**src/rtl/clk_src_pkg.sv**
```systemverilog
package clk_src_pkg;
    localparam int SEL_W  = 2;
    localparam int FREQ_W = 3;
    localparam int SRC_N  = 3;

    typedef enum logic [SEL_W-1:0] {
        SEL_PRI = 2'b00,
        SEL_SEC = 2'b01,
        SEL_INT = 2'b10
    } sel_e;

    typedef enum logic [2:0] {
        ST_PRI_WAIT,
        ST_PRI_RUN,
        ST_SEC_RUN,
        ST_INT_WAIT,
        ST_INT_RUN
    } state_e;

    typedef struct packed {
        logic [SEL_W-1:0]  sel;
        logic [FREQ_W-1:0] freq;
        logic              sec_en;
    } cfg_t;
endpackage

```
**src/rtl/clk_src_cfg.sv**
```systemverilog
module clk_src_cfg
    import clk_src_pkg::*;
(
    input  logic              clk,
    input  logic              rst_n,
    input  logic              we,
    input  logic [SEL_W-1:0]  sel_in,
    input  logic [FREQ_W-1:0] freq_in,
    input  logic              sec_en_in,
    output cfg_t              cfg
);
    always_ff @(posedge clk or negedge rst_n) begin
        if (!rst_n) begin
            cfg <= '0;
        end else if (we) begin
            cfg.sel    <= sel_in;
            cfg.freq   <= freq_in;
            cfg.sec_en <= sec_en_in;
        end
    end
endmodule

```
**src/rtl/clk_src_rate.sv**
```systemverilog
module clk_src_rate #(
    parameter int FREQ_W = 3
) (
    input  logic [FREQ_W-1:0] code,
    output logic              lf_sel,
    output logic [FREQ_W-1:0] div_shift
);
    localparam logic [FREQ_W-1:0] TOP_CODE = {FREQ_W{1'b1}};

    always_comb begin
        lf_sel    = (code == '0);
        div_shift = lf_sel ? '0 : FREQ_W'(TOP_CODE - code);
    end
endmodule

```
**src/rtl/clk_src_fsm.sv**
```systemverilog
module clk_src_fsm
    import clk_src_pkg::*;
(
    input  logic             clk,
    input  logic             rst_n,
    input  logic             sleep_req,
    input  logic             wake_req,
    input  logic [SEL_W-1:0] sel,
    input  logic             sec_en,
    input  logic             ost_done,
    input  logic             int_ok,
    input  logic             lf_sel,
    output logic [SRC_N-1:0] src_sel,
    output logic             stat_pri,
    output logic             stat_int,
    output logic             stat_sec
);
    state_e state_q, state_d;
    logic   on_pri, on_int;

    assign on_pri = (state_q == ST_PRI_WAIT) || (state_q == ST_PRI_RUN);
    assign on_int = (state_q == ST_INT_WAIT) || (state_q == ST_INT_RUN);

    always_comb begin
        state_d = state_q;
        if (wake_req) begin
            if (state_q != ST_PRI_RUN) state_d = ST_PRI_WAIT;
        end else if (sleep_req) begin
            if (sel[SEL_W-1]) begin
                if (!on_int) state_d = ST_INT_WAIT;
            end else if (sel[0]) begin
                if (sec_en) state_d = ST_SEC_RUN;
            end else begin
                if (!on_pri) state_d = ST_PRI_WAIT;
            end
        end else begin
            unique case (state_q)
                ST_PRI_WAIT: if (ost_done) state_d = ST_PRI_RUN;
                ST_INT_WAIT: if (int_ok)   state_d = ST_INT_RUN;
                ST_INT_RUN:  if (!int_ok)  state_d = ST_INT_WAIT;
                ST_PRI_RUN, ST_SEC_RUN: state_d = state_q;
                default: state_d = ST_PRI_WAIT;
            endcase
        end
    end

    always_ff @(posedge clk or negedge rst_n) begin
        if (!rst_n) state_q <= ST_PRI_WAIT;
        else        state_q <= state_d;
    end

    always_comb begin
        src_sel  = '0;
        stat_pri = 1'b0;
        stat_int = 1'b0;
        stat_sec = 1'b0;
        unique case (state_q)
            ST_PRI_WAIT: src_sel[0] = 1'b1;
            ST_PRI_RUN: begin
                src_sel[0] = 1'b1;
                stat_pri   = 1'b1;
            end
            ST_SEC_RUN: begin
                src_sel[1] = 1'b1;
                stat_sec   = 1'b1;
            end
            ST_INT_WAIT: src_sel[2] = 1'b1;
            ST_INT_RUN: begin
                src_sel[2] = 1'b1;
                stat_int   = !lf_sel;
            end
            default: src_sel[0] = 1'b1;
        endcase
    end
endmodule

```
**src/rtl/clk_src_ctrl.sv**
```systemverilog
module clk_src_ctrl
    import clk_src_pkg::*;
(
    input  logic        clk,
    input  logic        rst_n,
    input  logic        cfg_we,
    input  logic [1:0]  cfg_sel_in,
    input  logic [2:0]  cfg_freq_in,
    input  logic        cfg_sec_en_in,
    input  logic        sleep_req,
    input  logic        wake_req,
    input  logic        pri_ost_done,
    input  logic        int_stable,
    output logic [2:0]  src_sel,
    output logic        int_lf_sel,
    output logic [2:0]  int_div_shift,
    output logic        stat_pri,
    output logic        stat_int,
    output logic        stat_sec
);
    cfg_t             cfg_q;
    logic [SEL_W-1:0] cfg_sel;
    logic             cfg_sec_en;

    assign cfg_sel    = cfg_q.sel;
    assign cfg_sec_en = cfg_q.sec_en;

    clk_src_cfg u_cfg (
        .clk       (clk),
        .rst_n     (rst_n),
        .we        (cfg_we),
        .sel_in    (cfg_sel_in),
        .freq_in   (cfg_freq_in),
        .sec_en_in (cfg_sec_en_in),
        .cfg       (cfg_q)
    );

    clk_src_rate #(.FREQ_W(FREQ_W)) u_rate (
        .code      (cfg_q.freq),
        .lf_sel    (int_lf_sel),
        .div_shift (int_div_shift)
    );

    clk_src_fsm u_fsm (
        .clk       (clk),
        .rst_n     (rst_n),
        .sleep_req (sleep_req),
        .wake_req  (wake_req),
        .sel       (cfg_q.sel),
        .sec_en    (cfg_q.sec_en),
        .ost_done  (pri_ost_done),
        .int_ok    (int_stable),
        .lf_sel    (int_lf_sel),
        .src_sel   (src_sel),
        .stat_pri  (stat_pri),
        .stat_int  (stat_int),
        .stat_sec  (stat_sec)
    );
endmodule

```
**config.mk**
```make
export PLATFORM = sky130hd
export DESIGN_NAME = clk_src_ctrl
export DESIGN_NICKNAME = d
export VERILOG_FILES = /design/src/rtl/clk_src_pkg.sv /design/src/rtl/clk_src_cfg.sv /design/src/rtl/clk_src_rate.sv /design/src/rtl/clk_src_fsm.sv /design/src/rtl/clk_src_ctrl.sv
export SDC_FILE = /design/constraint.sdc
export NUM_CORES = 1
export LEC_CHECK = 0
export BUFFER_PORTS_ARGS = -buffer_cell sky130_fd_sc_hd__buf_4
export CAP_MARGIN = 0
export CORE_MARGIN = 10
export CORE_UTILIZATION = 35
export CTS_BUF_LIST = sky130_fd_sc_hd__clkbuf_8 sky130_fd_sc_hd__clkbuf_16
export CTS_CLUSTER_DIAMETER = 40
export CTS_CLUSTER_SIZE = 30
export DETAILED_ROUTE_END_ITERATION = 8
export GPL_TIMING_DRIVEN = 0
export SETUP_SLACK_MARGIN = 0.5
export SLEW_MARGIN = 10
export SYNTH_ARGS = -nofsm -noshare
export SYNTH_HDL_FRONTEND = slang
export SYNTH_SLANG_ARGS = --single-unit
```
**constraint.sdc**
```tcl
create_clock -name clk -period 1.6 [get_ports clk]
set_input_delay 0.08 -clock clk [delete_from_list [all_inputs] [get_ports clk]]
set_output_delay 0.08 -clock clk [all_outputs]
set_load 0.1 [all_outputs]
```
==> summary.md, run 1 <==
| Metric | Value |
|---|---|
| Slew HR | 75.13% |
| RSZ-0062 raised after global routing | yes |
| Buffer depth of the longest clock path | 2 |
| Synth Register Bits | 9 |
| Slowest stage cell, crit path | dfrtp_1 |
| GR Layer Usage met1 | 9.490% |
| VDD IR-drop max | 0.0009675 V |
| Endpoints failing setup | 5 |
| PnR worst setup slack | -0.1826 ns |
| Worst EP arrival | 1.92 ns |
| CP max stage delay | 0.37 ns |
| Antenna viol nets, final | 0 |
| Worst Tran Pin Value | 0.3731 ns |
| Period utilization | 111.4% |
| Total CTS buffers | 3 |
| Clock Sinks | 9 |
| Initial Utilization | 37.99% |
| Non-filler cells, final | 122 |
| First-pass GRT wire length | 2.739 mm |
| Setup crit end kind | flop |
| GRT Total Usage | 9.591% |
| DRC violations left | 0 |
| P&R area growth vs syn | 123.1% |
| Setup_tns | -0.5470 ns |
| Mean Syn Cell Area | 9.925 um^2 |
| Yosys warning count | 0 |
| CTS root buf | clkbuf_8 |
| Seq. cell area | 227.7 um^2 |
| Failing checks | negative setup slack |
| # Max-Cap Violations | 0 |
| Initial antenna violation count | 0 |
| Top Ports | 23 |
| Crit path max fanout | 5 |
| Status | finished with violations |
| Fillers | 81 |
| Final Util | 84.74% |
| Synth top area share | 38.46% |
| Top cell type by total area after synthesis | dfrtp_1 |
| WL/cell | 18.51 um |
| Vias | 666 |
| Met2 GRT Util | 17.90% |
| Design Power | 1465 uW |
| H-tree depth | 1 |
| Die height | 60.90 um |
| Diodes inserted | 0 |
| Min cycle time layout | 1.783 ns |
| GRT Residual Overflow | 0 |
| Mapped Nets | 72 |
| # port buffers | 20 |
| Worst-skew pair later-pin latency | 0.23 ns |
| # nets final | 120 |
| Crit-path leading delay family | compound AO/OA/AOI/OAI gates |
| Largest net degree at the start of global routing | 11 |
| Netlist cell types | 26 |
| Share of layout cells above drive strength 1 | 72.64% |
| CP endpoint | u_fsm.state_q[2] |
| Via/cell ratio | 5.459 |
| Final Hold Viols | 0 |
| First DRT Iteration DRCs | 13 |
| Buffers & Inverters on Critical Path | 2 |
| Reg2reg end | u_fsm.state_q[2] |
| Fin. max-slew vios | 0 |
| CP Data Required Time | 1.74 ns |
| DP Wirelength | 1.129 mm |
| Reg2Reg Launch Point | u_fsm.state_q[2] |
| Worst R2R Path Depth | 7 |
| Post-Syn Area | 585.6 um^2 |
| Area of the multi-input gates | 415.4 um^2 |
| Hold Path Class | primary input to flop |
| Met3 Resource Use GR | 3.758% |
| TritonCTS clock tree | built |
| Global route hottest layer | met2 |
| Worst-path cell chain | buf_6 -> nor4b_1 -> a32oi_1 -> nor2_1 -> a311oi_2 -> buf_4 -> mux2i_1 |
| Peak Freq | 0.5610 GHz |
| Clock transition at path regs | 0.04 ns |
| Most common cell after layout, fill and taps aside | buf_4 |
| Commonest cells after routing, fill and taps aside | 20 x buf_4, 13 x buf_6, 10 x buf_12 |
| Static Leak | 0.0005907 uW |
| Die Footprint | 0.003709 mm^2 |
| Synth top area cells | dfrtp_1 38%, mux2_2 12%, nor2_1 6.4% |
| Startpoint Class | flop |
| GP Congestion | 0.7699 |
| Worst Skew | 0.003437 ns |
| WS Path Type | flop to flop |
| Crit path depth | 7 |
| Sequential fraction of the synthesis area | 38.46% |
| Final WL | 2.258 mm |
| Dpl cells | 95 |
| CORE AREA | 0.001541 mm^2 |
| R2R setup slack | -0.18 ns |
| Pwr/cell area | 1121 mW/mm^2 |
| WHS | 0.07892 ns |
| Crit. Startpoint | u_fsm.state_q[2] |
| Mapped Cells | 59 |
| TritonRoute pass-1 iters | 5 |
| Width of the die | 60.90 um |
| Vias in the first global route | 624 |
| Cell Rows | 14 |
## timing repair
action | 4_1_cts | 5_1_grt
setup endpoints to repair | 13 | 13
buffers inserted | 10 | 11
hold endpoints to repair | 9 | 0
hold buffers | 1 | 0
gates cloned | 0 | 1
pin swaps | 7 | 11
resized for setup | 42 | 11
## registers in the layout, summed over array words and instances (netlist names)
name,flops
u_fsm.state_q,3
u_cfg.cfg,6
## metrics by stage
stage	area, um^2	setup WS [ns]
after floorplan	683.2	-0.2204
after global placement	853.3	-0.2324
after detailed placement	853.3	-0.2136
after CTS	1170	-0.1550
after global routing	1306	-0.2020
final	1306	-0.1826
## routing by layer
layer / wire, um / up-vias / share of wire, %
met4: 41 / 0 / 1.8
met2: 1217 / 25 / 54
met5: 0 / - / 0
met1: 853 / 327 / 38
li1: - / 305 / -
met3: 146 / 9 / 6.5
## Yosys cell counts
cell,n
a2111o_1,1
a211oi_1,1
a21oi_1,2
a22oi_2,1
a311oi_2,1
a31oi_1,2
a32oi_1,1
buf_4,3
buf_6,2
clkbuf_1,1
clkbuf_2,1
dfrtp_1,9
inv_1,2
mux2_1,2
mux2_2,6
mux2i_1,1
nand2_1,2
nor2_1,10
nor2_2,1
nor3_1,3
nor3b_1,2
nor3b_2,1
nor4b_1,1
o21ai_0,1
o21ai_1,1
or4_2,1
## where the power goes
group / internal, uW / total (uW) / switching (uW)
Sequential: 256 / 291 / 34.8
Clock: 167 / 256 / 89.5
Combinational: 424 / 917 / 493
## worst reg2reg max path: cells and delay by family, from the launching register on
| kind | cells | cell delay (ns) |
|---|---|---|
| AO/OA/AOI/OAI | 2 | 0.55 |
| buffers and inverters | 2 | 0.32 |
| multiplexers | 1 | 0.24 |
| flip-flops | 1 | 0.37 |
| AND/OR/NAND/NOR | 2 | 0.21 |
## cell families after synthesis
| logic type | count (synthesis) | share of synthesized area, % |
|---|---|---|
| compound gates | 11 | 14.95 |
| buf+inv | 9 | 10.47 |
| flops | 9 | 38.46 |
| mux | 9 | 17.09 |
| simple gates | 21 | 19.02 |
## worst min path at each step
stage,start,endpoint,cells past startpoint,slack [ns]
after global placement,rst_n,u_cfg.cfg[5],1,-0.09
after CTS,cfg_sel_in[0],u_cfg.cfg[4],2,0.08
after floorplan,rst_n,u_cfg.cfg[0],0,-0.22
after detailed placement,rst_n,u_cfg.cfg[5],1,-0.09
after global routing,cfg_freq_in[2],u_cfg.cfg[3],2,0.08
final,cfg_sel_in[0],u_cfg.cfg[4],2,0.08
## cell type report
cell class                 count  share of cell area, %
buffer                         7                  5.651
clock buffer                   3                  3.161
clock inverter                 1                 0.2874
inverter                       2                 0.5747
multi-input combinational     41                  31.80
sequential                     9                  17.43
tap                           16                  1.533
timing repair buffer          43                  39.56
(Power assumes the default switching activity.)
==> inputs of run 2 (changes only) <==
CORE_MARGIN = 3   (was 10)
clock period = 1.7 ns   (was 1.6 ns; I/O delays follow)
==> run 2 against run 1 <==
Net effect:
- the run still ends with negative setup slack left
- via count is 13% lower
- worst hold slack better by 0.013 ns
- sequential share of layout area is 1.2 points higher
- setup slack better by 0.16 ns
- fmax increased by 3.3%
- cell count fell by 4.9%
- sequential power is 6% lower
- non-clock buffer count is 6 lower
==> summary.md, run 2 (synthesized netlist as in run 1, its figures left out) <==
| Metric | Value |
|---|---|
| Status | finished with violations |
| Failing checks | negative setup slack |
| Largest net degree at the start of global routing | 11 (unchanged) |
| Startpoint Class | flop |
| Static Leak | 0.0005362 uW (-9.2%) |
| Uppermost layer routed | met3 |
| Most common cell after layout, fill and taps aside | buf_4 |
| GP Congestion | 0.7844 (+1.9%) |
| Most flops, register | u_cfg.cfg |
| # nets final | 114 (-5.0%) |
| Area of the multi-input gates | 410.4 um^2 (-1.2%) |
| Final WL | 1.614 mm (-29%) |
| TritonRoute pass-1 iters | 3 (-2) |
| Fillers | 95 (+17%) |
| WS Path Type | flop to flop |
| Slew HR | 78.80% (+3.7 points) |
| DP Wirelength | 907.8 um (-20%) |
| WL/cell | 13.91 um (-25%) |
| Total CTS buffers | 3 (unchanged) |
| Commonest cells after routing, fill and taps aside | 19 x buf_4, 12 x buf_12, 9 x buf_6 |
| Endpoints failing setup | 2 (-3) |
| Worst-skew pair later-pin latency | 0.22 ns (about the same) |
| DRC violations left | 0 (unchanged) |
| Sw frac | 42.02% (-0.13 points) |
| Worst Tran Pin Value | 0.3180 ns (-0.05515 ns) |
| H-tree depth | 1 (unchanged) |
| Pwr/cell area | 1041 mW/mm^2 (-7.2%) |
| CORE AREA | 0.001541 mm^2 (unchanged) |
| # port buffers | 20 (unchanged) |
| Hold Path Class | primary input to flop |
| First-pass GRT wire length | 2.311 mm (-16%) |
| GRT Total Usage | 14.26% (+4.7 points) |
| CTS root buf | clkbuf_8 |
| Dpl cells | 95 (unchanged) |
| RSZ-0062 raised after global routing | yes |
| Vias | 580 (-13%) |
| Width of the die | 46.90 um (-23%) |
| Final Hold Viols | 0 (unchanged) |
| Switching power summed over all nets | 537.8 uW (-13%) |
| Period utilization | 101.5% (-9.9 points) |
| Max FFs per register | 6 (unchanged) |
| Diodes inserted | 0 (unchanged) |
| DR WL met2 | 800 um (-34%) |
| Cell Rows | 14 (unchanged) |
| Via/cell ratio | 5.000 (-8.4%) |
| Seq. cell area | 229.0 um^2 (+0.55%) |
| Worst EP arrival | 1.83 ns (-0.09 ns) |
| VDD IR-drop max | 0.0009210 V (-4.8%) |
| Setup crit end kind | flop |
| Share of layout cells above drive strength 1 | 71.00% (-1.6 points) |
| GRT Residual Overflow | 0 (unchanged) |
| Min cycle time layout | 1.725 ns (-0.05719 ns) |
| Pre-CTS setup slack | -0.09264 ns (+0.1210 ns) |
| Register share of total power | 21.3% (+1.4 points) |
| Antenna viol nets, final | 0 (unchanged) |
| Worst Skew | 0.0001719 ns (-0.003265 ns) |
| Internal | 742.0 uW (-12%) |
| Met1 wire length | 764 um (-10%) |
| Met3 wire length | 49 um (-66%) |
| # Max-Cap Violations | 0 (unchanged) |
| Setup_tns | -0.04320 ns (+0.5038 ns) |
| P&R area growth vs syn | 110.0% |
| CP Data Required Time | 1.80 ns (+0.06 ns) |
| TritonCTS clock tree | built |
| Clock Sinks | 9 (unchanged) |
| Crit path max fanout | 6 (+1) |
| Die height | 46.90 um (-23%) |
| Comb pwr share | 60.7% (-1.9 points) |
| Initial antenna violation count | 0 (unchanged) |
| Peak Freq | 0.5796 GHz (+3.3%) |
| Largest registers | u_cfg.cfg x6, u_fsm.state_q x3 |
| Die Footprint | 0.002200 mm^2 (-41%) |
| Vias in the first global route | 553 (-11%) |
| Top Ports | 23 (unchanged) |
| PnR worst setup slack | -0.02538 ns (+0.1572 ns) |
| Fin. max-slew vios | 0 (unchanged) |
| Initial Utilization | 37.99% (unchanged) |
| Non-filler cells, final | 116 (-4.9%) |
| First DRT Iteration DRCs | 4 (-9) |
| Buffer depth of the longest clock path | 2 (unchanged) |
| Clock transition at path regs | 0.04 ns (about the same) |
| Clock power frac | 18.0% (+0.5 points) |
-- run 2: layer usage --
metal,GRT usage (%),up-vias
li1,-,292
met1,17.65,277
met2,26.56,11
met3,2.299,0
met4,1.657,0
met5,0,-
-- run 2: cell type report --
cell class                 instances  area share, %
clock inverter                     1         0.3052
buffer                             7          6.002
multi-input combinational         41          33.37
clock buffer                       3          3.357
sequential                         9          18.62
inverter                           2         0.6104
tap                               16          1.628
timing repair buffer              37          36.11
-- run 2: what timing repair did --
item                                    CTS  global route
endpoints found under the setup margin   13            13
buffers inserted                         11             5
hold endpoints to repair                  9             0
pin swaps                                 9             8
gates resized for setup                  44             6
hold buffers                              1             0
-- run 2: metrics by stage --
step / power, uW / instance area (um^2) / util, % / hold slack, ns
after floorplan: 723.7 / 673.1 / - / -0.2106
after global routing: 1332 / 1230 / 79.79 / 0.09459
after global placement: 820.1 / 843.3 / 54.71 / -0.08820
final: 1280 / 1230 / 79.79 / 0.09239
after detailed placement: 821.4 / 843.3 / 54.71 / -0.08621
after CTS: 1243 / 1167 / 75.73 / 0.09197
-- run 2: power groups by stage --
stage	Clock [uW]	Combinational [uW]	Sequential, uW
after CTS	233	737	273
after global placement	0	544	276
final	230	777	273
after global routing	246	810	276
after floorplan	0	453	271
after detailed placement	0	544	277
-- run 2: path summary, 6_finish.rpt --
path	from	end	slack (ns)	depth (start not counted)
max	u_fsm.state_q[2]	u_fsm.state_q[1]	-0.03	6
min	cfg_sel_in[1]	u_cfg.cfg[5]	0.09	2
max reg2reg	u_fsm.state_q[2]	u_fsm.state_q[1]	-0.03	6
min reg2reg	u_cfg.cfg[0]	u_cfg.cfg[0]	0.52	1
max in group asynchronous	rst_n	u_cfg.cfg[2]	1.33	2
min in group asynchronous	rst_n	u_cfg.cfg[3]	0.23	2
-- run 2: worst max-delay path, stage by stage (launching register included) --
cell and delay, ns:
dfrtp_1 0.36, buf_6 0.13, buf_6 0.11, a2111o_1 0.40
a31oi_2 0.19, a311oi_2 0.08, mux2_1 0.33
==> inputs of run 3 (changes only) <==
PLACE_DENSITY = 0.68   (was default)
==> run 3 against run 2 <==
Net effect:
- the run still ends with negative setup slack left
- clock-buffer cell count unchanged
- setup slack improved by 0.0087 ns
- utilization decreased by 5.3 points
- critical path type unchanged
- via count decreased by 0.34%
- critical endpoint unchanged
- highest routed layer is now met4
- sequential share of layout area increased by 1.2 points
- critical path depth unchanged
- cell count decreased by 5.2%
==> summary.md, run 3 (synthesized netlist as in run 1, its figures left out) <==
| Metric | Value |
|---|---|
| Initial antenna violation count | 0 (unchanged) |
| Peak Freq | 0.5825 GHz (+0.50%) |
| Worst-path cell chain | buf_6 -> buf_4 -> a2111o_1 -> a31oi_1 -> a311oi_2 -> mux2_1 |
| Worst Skew | 0.0002107 ns (+0.00003879 ns) |
| Max FFs per register | 6 (unchanged) |
| Most common cell after layout, fill and taps aside | buf_4 |
| Status | finished with violations |
| Share of layout cells above drive strength 1 | 67.02% (-4.0 points) |
| Largest net degree at the start of global routing | 11 (unchanged) |
| Failing checks | negative setup slack |
| First-pass GRT wire length | 2.456 mm (+6.3%) |
| Setup crit end kind | flop |
| Via/cell ratio | 5.255 (+5.1%) |
| Worst-skew pair later-pin latency | 0.24 ns (+0.02 ns) |
| Slew HR | 75.85% (-3.0 points) |
| Seq. cell area | 227.7 um^2 (-0.55%) |
| Static Leak | 0.0004912 uW (-8.4%) |
| TritonRoute pass-1 iters | 4 (+1) |
| Final Hold Viols | 0 (unchanged) |
| # Max-Cap Violations | 0 (unchanged) |
| Buffer depth of the longest clock path | 2 (unchanged) |
| RSZ-0062 raised after global routing | yes |
| GRT Residual Overflow | 0 (unchanged) |
| WL/cell | 13.45 um (-3.4%) |
| Post-route cell area | 0.001149 mm^2 (-6.6%) |
| DP Wirelength | 937.9 um (+3.3%) |
| GRT Total Usage | 15.69% (+1.4 points) |
| Vias | 578 (-0.34%) |
| Initial Utilization | 37.99% (unchanged) |
| Worst Tran Pin Value | 0.3623 ns (+0.04432 ns) |
| Area after DPL | 843.3 um^2 (unchanged) |
| Final Util | 74.51% (-5.3 points) |
| # nets final | 108 (-5.3%) |
| Cell Rows | 14 (unchanged) |
| Antenna viol nets, final | 0 (unchanged) |
| Startpoint Class | flop |
| Clock transition at path regs | 0.05 ns (about the same) |
| Width of the die | 46.90 um (unchanged) |
| Vias in the first global route | 551 (-0.36%) |
| Pwr/cell area | 1092 mW/mm^2 (+4.9%) |
| Largest registers | u_cfg.cfg x6, u_fsm.state_q x3 |
| TritonCTS clock tree | built |
| DRC violations left | 0 (unchanged) |
| Crit path max fanout | 6 (unchanged) |
| Final WL | 1.479 mm (-8.4%) |
| CP max stage delay | 0.36 ns (-0.04 ns) |
| Die Footprint | 0.002200 mm^2 (unchanged) |
| Diodes inserted | 0 (unchanged) |
| Commonest cells after routing, fill and taps aside | 15 x buf_4, 12 x buf_12, 7 x buf_6, 7 x dfrtp_1, 6 x mux2_2 |
| Clock Sinks | 9 (unchanged) |
| Min cycle time layout | 1.717 ns (-0.008665 ns) |
| CTS root buf | clkbuf_8 |
| # port buffers | 20 (unchanged) |
| Slowest stage cell, crit path | dfrtp_1 |
| Most flops, register | u_cfg.cfg |
| H-tree depth | 1 (unchanged) |
| First DRT Iteration DRCs | 10 (+6) |
| Fin. max-slew vios | 0 (unchanged) |
| Fillers | 100 (+5.3%) |
| Hold Path Class | primary input to flop |
| Top Ports | 23 (unchanged) |
| P&R area growth vs syn | 96.15% |
| Period utilization | 101.0% (-0.51 points) |
| GP Congestion | 0.8030 (+2.4%) |
| VDD IR-drop max | 0.0005691 V (-38%) |
| Endpoints failing setup | 1 (-1) |
| Total CTS buffers | 3 (unchanged) |
| CP Data Required Time | 1.82 ns (+0.02 ns) |
| CORE AREA | 0.001541 mm^2 (unchanged) |
| Setup_tns | -0.01672 ns (+0.02648 ns) |
| PnR worst setup slack | -0.01672 ns (+0.008665 ns) |
| Worst EP arrival | 1.83 ns (about the same) |
| Die height | 46.90 um (unchanged) |
| WS Path Type | flop to flop |
| Area of the multi-input gates | 391.6 um^2 (-4.6%) |
## run 3: worst max-delay path, delay by kind of cell, from the launching register on
| kind | cells | cell delay, ns |
|---|---|---|
| compound gates | 3 | 0.62 |
| buf+inv | 2 | 0.28 |
| flops | 1 | 0.36 |
| mux | 1 | 0.34 |
## run 3: stage by stage
step | hold WS, ns | total power [uW] | cells | worst slack (ns)
after global placement | -0.08850 | 817.7 | 95 | -0.09955
final | 0.08023 | 1254 | 110 | -0.01672
after floorplan | -0.2106 | 723.7 | 59 | -0.1254
after detailed placement | -0.08682 | 822.4 | 95 | -0.1087
after CTS | 0.07399 | 1239 | 109 | -0.04124
after global routing | 0.08665 | 1305 | 110 | -0.05890
## run 3: layer usage
| metal | track usage [%] | vias to the layer above | routed length [um] |
|---|---|---|---|
| met1 | 20.28 | 282 | 613 |
| met3 | 2.299 | 3 | 58 |
| li1 | - | 279 | - |
| met4 | 6.630 | 0 | 23 |
| met2 | 26.02 | 14 | 783 |
| met5 | 0 | - | 0 |
## run 3: report_power, final
group,internal (uW),switching [uW]
Clock,160,90.9
Sequential,241,31.7
Combinational,316,414
## run 3: final cells by class
class / count / area share [%]
multi-input combinational: 41 / 34.10
timing repair buffer: 31 / 33.55
sequential: 9 / 19.83
buffer: 7 / 6.100
clock buffer: 3 / 3.595
tap: 16 / 1.743
inverter: 2 / 0.6536
clock inverter: 1 / 0.4357
## run 3: worst paths after layout
path | endpoint | slack, ns | cells past startpoint | start
max | u_fsm.state_q[1] | -0.02 | 6 | u_fsm.state_q[2]
min | u_cfg.cfg[5] | 0.08 | 2 | cfg_sel_in[1]
max reg2reg | u_fsm.state_q[1] | -0.02 | 6 | u_fsm.state_q[2]
min reg2reg | u_cfg.cfg[0] | 0.53 | 1 | u_cfg.cfg[0]
max in group asynchronous | u_cfg.cfg[1] | 1.34 | 2 | rst_n
min in group asynchronous | u_cfg.cfg[0] | 0.21 | 2 | rst_n
## run 3: repair_timing
item / in CTS / in global routing
hold buffers: 1 / 0
pin swaps: 6 / 3
resized for setup: 36 / 4
buffers inserted: 9 / 0
setup endpoints to repair: 13 / 13
endpoints found under the hold margin: 9 / 0
cloned: 0 / 1
